File: config.mk
export PLATFORM = sky130hd
export DESIGN_NAME = cfg_xlate
export DESIGN_NICKNAME = d
export VERILOG_FILES = /design/src/rtl/cfg_xlate_pkg.sv /design/src/rtl/cfg_ctz.sv /design/src/rtl/cfg_fill_mask.sv /design/src/rtl/cfg_decode.sv /design/src/rtl/cfg_xlate.sv
export SDC_FILE = /design/constraint.sdc
export NUM_CORES = 1
export LEC_CHECK = 0
export CORE_ASPECT_RATIO = 1.75
export CORE_MARGIN = 2
export CORE_UTILIZATION = 33
export DETAILED_ROUTE_END_ITERATION = 10
export PLACE_DENSITY = 0.91
export REMOVE_ABC_BUFFERS = 1
export SYNTH_ARGS = -nofsm -noshare
export SYNTH_HDL_FRONTEND = slang
export SYNTH_SLANG_ARGS = --single-unit
export TNS_END_PERCENT = 30
File: constraint.sdc
create_clock -name clk -period 5.8 [get_ports clk]
set_input_delay 1.45 -clock clk [delete_from_list [all_inputs] [get_ports clk]]
set_output_delay 1.45 -clock clk [all_outputs]
set_load 0.005 [all_outputs]
File: src/rtl/cfg_xlate_pkg.sv
package cfg_xlate_pkg;
  // Output address layout (decoded by the downstream cycle generator)
  localparam int OUT_W     = 32;
  localparam int EN_BIT    = 31;
  localparam int BUS_LSB   = 16;
  localparam int DEV_LSB   = 11;
  localparam int FN_LSB    = 8;
  localparam int REG_W     = 8;
  localparam int FN_W      = DEV_LSB - FN_LSB;
  localparam int SEL_W     = OUT_W - DEV_LSB;
  localparam int DEV_W     = BUS_LSB - DEV_LSB;

  typedef struct packed {
    logic             off;
    logic             err;
    logic             emit;
    logic [OUT_W-1:0] addr;
  } xl_result_t;
endpackage

File: src/rtl/cfg_ctz.sv
module cfg_ctz #(
  parameter int W     = 21,
  parameter int IDX_W = (W > 1) ? $clog2(W) : 1
) (
  input  logic [W-1:0]     vec,
  output logic             any,
  output logic [IDX_W-1:0] idx
);
  logic [W-1:0] below;
  logic [W-1:0] hit;

  assign below[0] = 1'b0;
  genvar g;
  generate
    for (g = 1; g < W; g++) begin : g_chain
      assign below[g] = below[g-1] | vec[g-1];
    end
    for (g = 0; g < W; g++) begin : g_hit
      assign hit[g] = vec[g] & ~below[g];
    end
  endgenerate

  always_comb begin
    idx = '0;
    for (int i = 0; i < W; i++) begin
      if (hit[i]) idx = idx | IDX_W'(i);
    end
  end

  assign any = |vec;

  // the chosen index is set and nothing below it is set
  always_comb begin
    if (any) begin
      a_r3_lowest_bit: assert (vec[idx] && ((vec & ((W'(1) << idx) - W'(1))) == '0));
    end
  end
endmodule

File: src/rtl/cfg_fill_mask.sv
module cfg_fill_mask #(
  parameter int BYTES  = 4,
  parameter int SIZE_W = (BYTES > 1) ? $clog2(BYTES) : 1
) (
  input  logic              en,
  input  logic [SIZE_W-1:0] size_m1,
  output logic [BYTES*8-1:0] mask
);
  genvar b;
  generate
    for (b = 0; b < BYTES; b++) begin : g_lane
      assign mask[b*8 +: 8] = {8{en && (SIZE_W'(b) <= size_m1)}};
    end
  endgenerate
endmodule

File: src/rtl/cfg_decode.sv
module cfg_decode
  import cfg_xlate_pkg::*;
#(
  parameter int APER_W  = 16,
  parameter int OFF_BIT = 16,
  parameter int BUS_W   = 8
) (
  input  logic [APER_W-1:0] low_addr,
  input  logic [31:0]       map_word,
  input  logic [BUS_W-1:0]  bus_num,
  output xl_result_t        res
);
  localparam int HI_W = OUT_W - APER_W;

  logic [OUT_W-1:0] joined;
  logic [SEL_W-1:0] sel;
  logic             sel_any;
  logic [DEV_W-1:0] dev;

  assign joined = {map_word[HI_W-1:0], low_addr};
  assign sel    = joined[OUT_W-1:DEV_LSB];

  cfg_ctz #(.W(SEL_W), .IDX_W(DEV_W)) u_ctz (
    .vec(sel), .any(sel_any), .idx(dev)
  );

  always_comb begin
    res = '0;
    res.off = map_word[OFF_BIT];
    if (!res.off) begin
      res.err  = ~sel_any;
      res.emit = sel_any;
    end
    if (res.emit) begin
      res.addr[EN_BIT]                = 1'b1;
      res.addr[BUS_LSB +: BUS_W]      = bus_num;
      res.addr[DEV_LSB +: DEV_W]      = dev;
      res.addr[FN_LSB  +: FN_W]       = joined[FN_LSB +: FN_W];
      res.addr[0 +: REG_W]            = joined[0 +: REG_W];
    end
  end
endmodule

File: src/rtl/cfg_xlate.sv
module cfg_xlate
  import cfg_xlate_pkg::*;
#(
  parameter int APER_W  = 16,
  parameter int OFF_BIT = 16,
  parameter int BUS_W   = 8,
  parameter int BYTES   = 4,
  localparam int SIZE_W = (BYTES > 1) ? $clog2(BYTES) : 1,
  localparam int DATA_W = BYTES * 8
) (
  input  logic              clk,
  input  logic              rst,
  input  logic              req_valid,
  input  logic              req_write,
  input  logic [APER_W-1:0] req_addr,
  input  logic [SIZE_W-1:0] req_size,
  input  logic [31:0]       map_word,
  input  logic [BUS_W-1:0]  bus_num,
  output logic              rsp_valid,
  output logic              cfg_addr_vld,
  output logic [OUT_W-1:0]  cfg_addr,
  output logic              cfg_write,
  output logic              map_off,
  output logic              idsel_err,
  output logic [DATA_W-1:0] rd_fill,
  output logic              sub_word,
  output logic              abort_clr
);
  xl_result_t        res;
  logic [DATA_W-1:0] fill_n;

  cfg_decode #(.APER_W(APER_W), .OFF_BIT(OFF_BIT), .BUS_W(BUS_W)) u_dec (
    .low_addr(req_addr), .map_word(map_word), .bus_num(bus_num), .res(res)
  );

  cfg_fill_mask #(.BYTES(BYTES), .SIZE_W(SIZE_W)) u_fill (
    .en(res.off && !req_write), .size_m1(req_size), .mask(fill_n)
  );

  always_ff @(posedge clk) begin
    if (rst || !req_valid) begin
      rsp_valid    <= 1'b0;
      cfg_addr_vld <= 1'b0;
      cfg_addr     <= '0;
      cfg_write    <= 1'b0;
      map_off      <= 1'b0;
      idsel_err    <= 1'b0;
      rd_fill      <= '0;
      sub_word     <= 1'b0;
      abort_clr    <= 1'b0;
    end else begin
      rsp_valid    <= 1'b1;
      cfg_addr_vld <= res.emit;
      cfg_addr     <= res.addr;
      cfg_write    <= res.emit & req_write;
      map_off      <= res.off;
      idsel_err    <= res.err;
      rd_fill      <= fill_n;
      sub_word     <= res.emit & (req_addr[1:0] != 2'b00);
      abort_clr    <= res.emit;
    end
  end

  a_r1_latency: assert property (@(posedge clk) disable iff (rst)
    req_valid |=> rsp_valid);
  a_r1_idle: assert property (@(posedge clk) disable iff (rst)
    !req_valid |=> !rsp_valid && !cfg_addr_vld && !map_off && !idsel_err);
  a_r5_enable_bit: assert property (@(posedge clk) disable iff (rst)
    cfg_addr_vld |-> cfg_addr[EN_BIT] && cfg_addr[30:24] == '0);
  a_r6_off_quiet: assert property (@(posedge clk) disable iff (rst)
    map_off |-> !cfg_addr_vld && !idsel_err && !abort_clr);
  a_r7_fill_only_off: assert property (@(posedge clk) disable iff (rst)
    (rd_fill != '0) |-> map_off && !cfg_write);
  a_r8_err_wins: assert property (@(posedge clk) disable iff (rst)
    idsel_err |-> !cfg_addr_vld && cfg_addr == '0);
  a_r10_clear_pulse: assert property (@(posedge clk) disable iff (rst)
    abort_clr |-> cfg_addr_vld && rsp_valid);
endmodule

# Word level (Yosys, flattened, before mapping)
# Index checks and enable logic that the tools add are counted.
[classes]
n_bitwise = 63
muxes = 23
reduce_logical = 12
add_sub_neg = 0
shifts = 0
eq_ne = 0
magnitude_cmp = 4
n_div = 0
n_mul = 0
[ops]
columns = ["operator", "n"]
rows = [
  ["$mux W4", 8],
  ["$mux W5", 5],
  ["$and A1 B1 Y1", 22],
  ["$not A1 Y1", 22],
  ["$reduce_or A21 Y1", 1],
  ["$or A1 B1 Y1", 19],
  ["$mux W3", 4],
  ["$logic_and A1 B1 Y1", 5],
  ["$le A1 B2 Y1 const A", 2],
  ["$le A2 B2 Y1 const A", 2],
  ["$mux W1", 4],
  ["$mux W2", 2],
  ["$reduce_or A2 Y1", 2],
  ["$logic_not A1 Y1", 2],
  ["$reduce_bool A2 Y1", 1],
  ["$logic_or A1 B1 Y1", 1],
]
[totals]
n_memories = 0
ff_bits = 63
out_inout_bits = 71
wordCells = 112
in_bits = 62
mem_bits_rw = 0
latch_bits = 0
mem_bits_ro = 0

# Logic depth before layout (Yosys ltp)
[depth]
word_depth = 22
mapped_depth = 5
depth_no_buf = 4

# Cells and area by module
# From an unflattened synthesis, not the netlist that was laid out.
[unflattened]
hier_cells = 263
area_unflattened_um2 = 2752.6
[by_module_without_submodules]
columns = ["mod", "n_inst", "cells_per_inst", "area_per_inst_um2", "seq_area_each_um2"]
rows = [
  ["cfg_xlate", 1, 149, 1904.3, 1401.3],
  ["cfg_decode", 1, 40, 341.6, 0.0],
  ["cfg_ctz", 1, 42, 267.8, 0.0],
  ["cfg_fill_mask", 1, 32, 239.0, 0.0],
]

# Worst setup path after synthesis
# OpenSTA, ideal clock, no wires.
[synth_timing]
path_kind = "input -> register"
start = "in req_addr[14]"
end = "reg cfg_addr[10]"
slack_ns = 2.672
t_required_ns = 5.687
n_path_buf = 1
arrival_ns = 3.015
path_stages = 5
setup_time_ns = 0.113
path_cell_list = "or4_4 or4_4 o21a_4 buf_6 and2_4"
[synth_between]
elab_chain_cells = 4
[synth_rtl]
columns = ["element", "line_no", "source"]
rows = [
  ["start, declared", "cfg_xlate.sv:15", "input logic [APER_W-1:0] req_addr,"],
  ["$reduce_or A21 Y1", "cfg_ctz.sv:30", "assign any = |vec;"],
  ["$mux W1", "cfg_decode.sv:30", "if (!res.off) begin"],
  ["$not A1 Y1 (no source line)", "n/a", ""],
  ["$reduce_or A2 Y1 (no source line)", "n/a", ""],
  ["end signal, assigned", "cfg_xlate.sv:54", "cfg_addr <= res.addr;"],
  ["end, declared", "cfg_xlate.sv:21", "output logic [OUT_W-1:0] cfg_addr,"],
]
# No other way between the ends.
# A chain may end at the register's enable or synchronous reset.

# Final worst setup path
[layout_timing]
start = "in req_addr[14]"
end = "reg cfg_addr[13]"
[layout_between]
elab_chain_cells = 20
elab_cells_between_ends = 56
classes_between = "mux (18); bitwise (36); reduce/logical (2)"
[layout_rtl]
columns = ["element", "line_no", "source"]
rows = [
  ["$or A1 B1 Y1", "cfg_ctz.sv:16", "assign below[g] = below[g-1] | vec[g-1];"],
  ["$not A1 Y1 / $or A1 B1 Y1 (equally long branches)", "cfg_ctz.sv:19, cfg_ctz.sv:16", ""],
  ["$and A1 B1 Y1 (tied with other cells)", "cfg_ctz.sv:19", "assign hit[g] = vec[g] & ~below[g];"],
  ["$mux W3 (tied with other cells) (3 in a row)", "cfg_ctz.sv:26", "if (hit[i]) idx = idx | IDX_W'(i);"],
  ["$mux W3 / $or A1 B1 Y1 (equally long branches)", "cfg_ctz.sv:26, cfg_ctz.sv:16", ""],
  ["$mux W4 / $or A1 B1 Y1 (equally long branches) (2 in a row)", "cfg_ctz.sv:26, cfg_ctz.sv:16", ""],
  ["$mux W4 (tied with other cells) (5 in a row)", "cfg_ctz.sv:26", ""],
  ["$mux W4 / $or A1 B1 Y1 (equally long branches)", "cfg_ctz.sv:26, cfg_ctz.sv:16", ""],
  ["$mux W5 / $or A1 B1 Y1 (equally long branches) (2 in a row)", "cfg_ctz.sv:26, cfg_ctz.sv:16", ""],
  ["$mux W5 / $not A1 Y1 (equally long branches)", "cfg_ctz.sv:26, cfg_ctz.sv:19", ""],
  ["$mux W5 / $and A1 B1 Y1 (equally long branches)", "cfg_ctz.sv:26, cfg_ctz.sv:19", ""],
  ["$mux W5", "cfg_ctz.sv:26", ""],
]
# Several ways; a longest one is shown, not always the timed one.

==> results.yml <==
outcome:
  status: "finished clean"
die:
  die_h_um: 93.05
  core_area_um2: 4364
  row_count: 32
  die_w_um: 54.88
  dieArea_um2: 5106
  io_pins: 133
  start_util_pct: 34.26
power_and_ir_drop:
  p_per_area_nw_per_um2: 210.1
  power.leakage_nw: 0.9505
  ir_drop_v: 0.0001319
placed_design:
  dp_hpwl_um: 3183
  numPortBuffers: 110
  place_congestion: 0.7378
  dp_cells: 277
synthesis:
  yosys-top-cells-count: "buf_4 (37), dfxtp_1 (34), and2_4 (16)"
  synth.area.top_cells: "dfxtp_1 (46%), buf_4 (19%), and2_4 (9.4%)"
  ys.flop_type: "dfxtp_1"
  yosysTopAreaCell: "dfxtp_1"
  synth.distinct_cells: 26
  synth_top_area_share_pct: 45.52
  syn_area_per_cell_um2: 10.03
  netlist_instances: 149
  async_flop_share_pct: 0
  yosys_warnings: 0
  ys_ff_latch: 34
  seq_area_frac_synth_pct: 45.52
  syn_area_um2: 1495
  synth_edf_count: 0
  yosysMostFrequentCell: "buf_4"
global_routing:
  grt_usage_pct: 16.18
  antenna_found_initial: 0
  grt-ovfl-total: 0
  grt_max_degree: 26
  grt_pass1_wl_um: 5782
  grt_pass1_vias: 1243
cells_and_area:
  synthToLayoutAreaGrowth_pct: 66.44
  final_net_count: 295
  antenna_cells: 0
  fin_cells: 285
  seq_area_um2: 680.7
  drive_above_1_share_pct: 11.11
  nFillCells: 381
  multi_input_area_um2: 521.8
cts:
  ctsLongestPathBuffers: 2
  holdBufCountCts: 0
  cts_tree: "done"
  cts_buffers: 5
  cts.root.buffer_cell: "clkbuf_8"
  clkTransAtPathRegs_ns: 0.07
  cts_resized: 0
  post_cts_buffers: 0
  h-tree-depth: 2
  clock_sinks: 34
worst_setup_path:
  setup.worst_path.start: "req_addr[14]"
  critPathMaxFanout: 25
  crit_path_start_kind: "input port"
  worstSetupEndpointType: "register"
  worstSetupPathType: "in -> reg"
  critPathRequiredTime_ns: 5.97
  cp.arrival_ns: 3.53
sta:
  setup_viol: 0
  slew_headroom_pct: 56.68
  tns_ns: 0
  clock.fmax_ghz: 0.2980
  rsz0062_at_grt: "no"
  fin_crit_sh_pct: 57.86
  final_max_slew_viol_count: 0
  worst_pin_slew_ns: 0.6335
  finalHoldViolations: 0
  post-route-min-period_ns: 3.356
min_path:
  min-delay-start: "req_addr[4]"
  hold_end: "cfg_addr[4]"
  hold_path.class: "in -> reg"
  hold_depth: 2
drt:
  ant_nets: 0
  wl_per_cell_um: 13.81
  drt_first_pass_iters: 2
  wl_um: 3935
  viasPerCell: 4.579
  drt_iter0_drc: 9
  dr_total_vias: 1305
  drc: 0
job:
  drv_cap: 0
[logic make-up after synthesis]
| logic type | after synthesis | synth area share, % |
|---|---|---|
| other cells | 1 | 0.2508 |
| buf+inv | 43 | 21.09 |
| compound gates | 17 | 8.284 |
| simple gates | 54 | 24.85 |
| flops | 34 | 45.52 |
[how the worst max path moves through the flow]
stage / endpoint / slack [ns] / cells after the start
2_1_floorplan: cfg_addr[13] / 2.72 / 4
3_3_place_gp: cfg_addr[13] / 2.16 / 5
3_5_place_dp: cfg_addr[13] / 2.14 / 5
4_1_cts: cfg_addr[13] / 2.44 / 5
5_1_grt: cfg_addr[13] / 2.37 / 5
6_report: cfg_addr[13] / 2.44 / 5
[power by group]
group	switching [mW]	leakage [nW]	internal, mW
Combinational	0.0220	0.622	0.0517
Clock	0.0789	0.0524	0.128
Sequential	0.00254	0.277	0.239
Total	0.103	0.950	0.419
[cells in the final DEF, fill, tap and decap left out, types with 3 or more instances in the layout]
master,n
a21oi_1,4
and2_1,6
and2_4,16
and3_1,3
clkbuf_8,5
clkdlybuf4s50_1,110
conb_1,7
dfxtp_1,34
inv_1,4
nand2b_1,3
nor2_1,7
nor2b_1,4
nor4_1,5
o21ai_0,3
or4_4,3
[critical path, cell delays in order]
cell and delay (ns):
clkdlybuf4s50_1 0.46, or4_4 0.56, or4_4 0.57, o21a_4 0.30
and3_1 0.19
[stage by stage]
| step | setup WS [ns] | total power [mW] | utilization (%) | cell area [µm²] | hold slack [ns] |
|---|---|---|---|---|---|
| floorplan | 2.721 | 0.2630 | - | 1217 | 1.536 |
| global placement | 2.161 | 0.3187 | 54.59 | 2382 | 2.009 |
| detailed placement | 2.140 | 0.3208 | 54.59 | 2382 | 2.025 |
| CTS | 2.436 | 0.5290 | 57.02 | 2489 | 1.723 |
| global route | 2.365 | 0.5461 | 57.02 | 2489 | 1.725 |
| finish | 2.444 | 0.5228 | 57.02 | 2489 | 1.728 |
[layout make-up]
class,instances,area share (%)
Clock buffer,7,3.067
Clock inverter,1,1.207
Inverter,4,0.6033
Multi-Input combinational cell,78,20.97
Sequential cell,34,27.35
Tap cell,51,2.564
Timing Repair Buffer,110,44.24
[registers in the layout, summed over array words and instances (netlist names)]
name,flops
rd_fill,4
map_off,1
rsp_valid,1
sub_word,1
cfg_addr,25
idsel_err,1
cfg_write,1
[per-layer routing]
layer	wire, µm	GRT usage, %	vias up
met4	148	8.958	0
met3	467	4.952	12
met1	1038	12.02	585
li1	-	-	616
met5	0	0	-
met2	2280	31.94	92
Note: power is estimated with default switching activity, not from simulation.
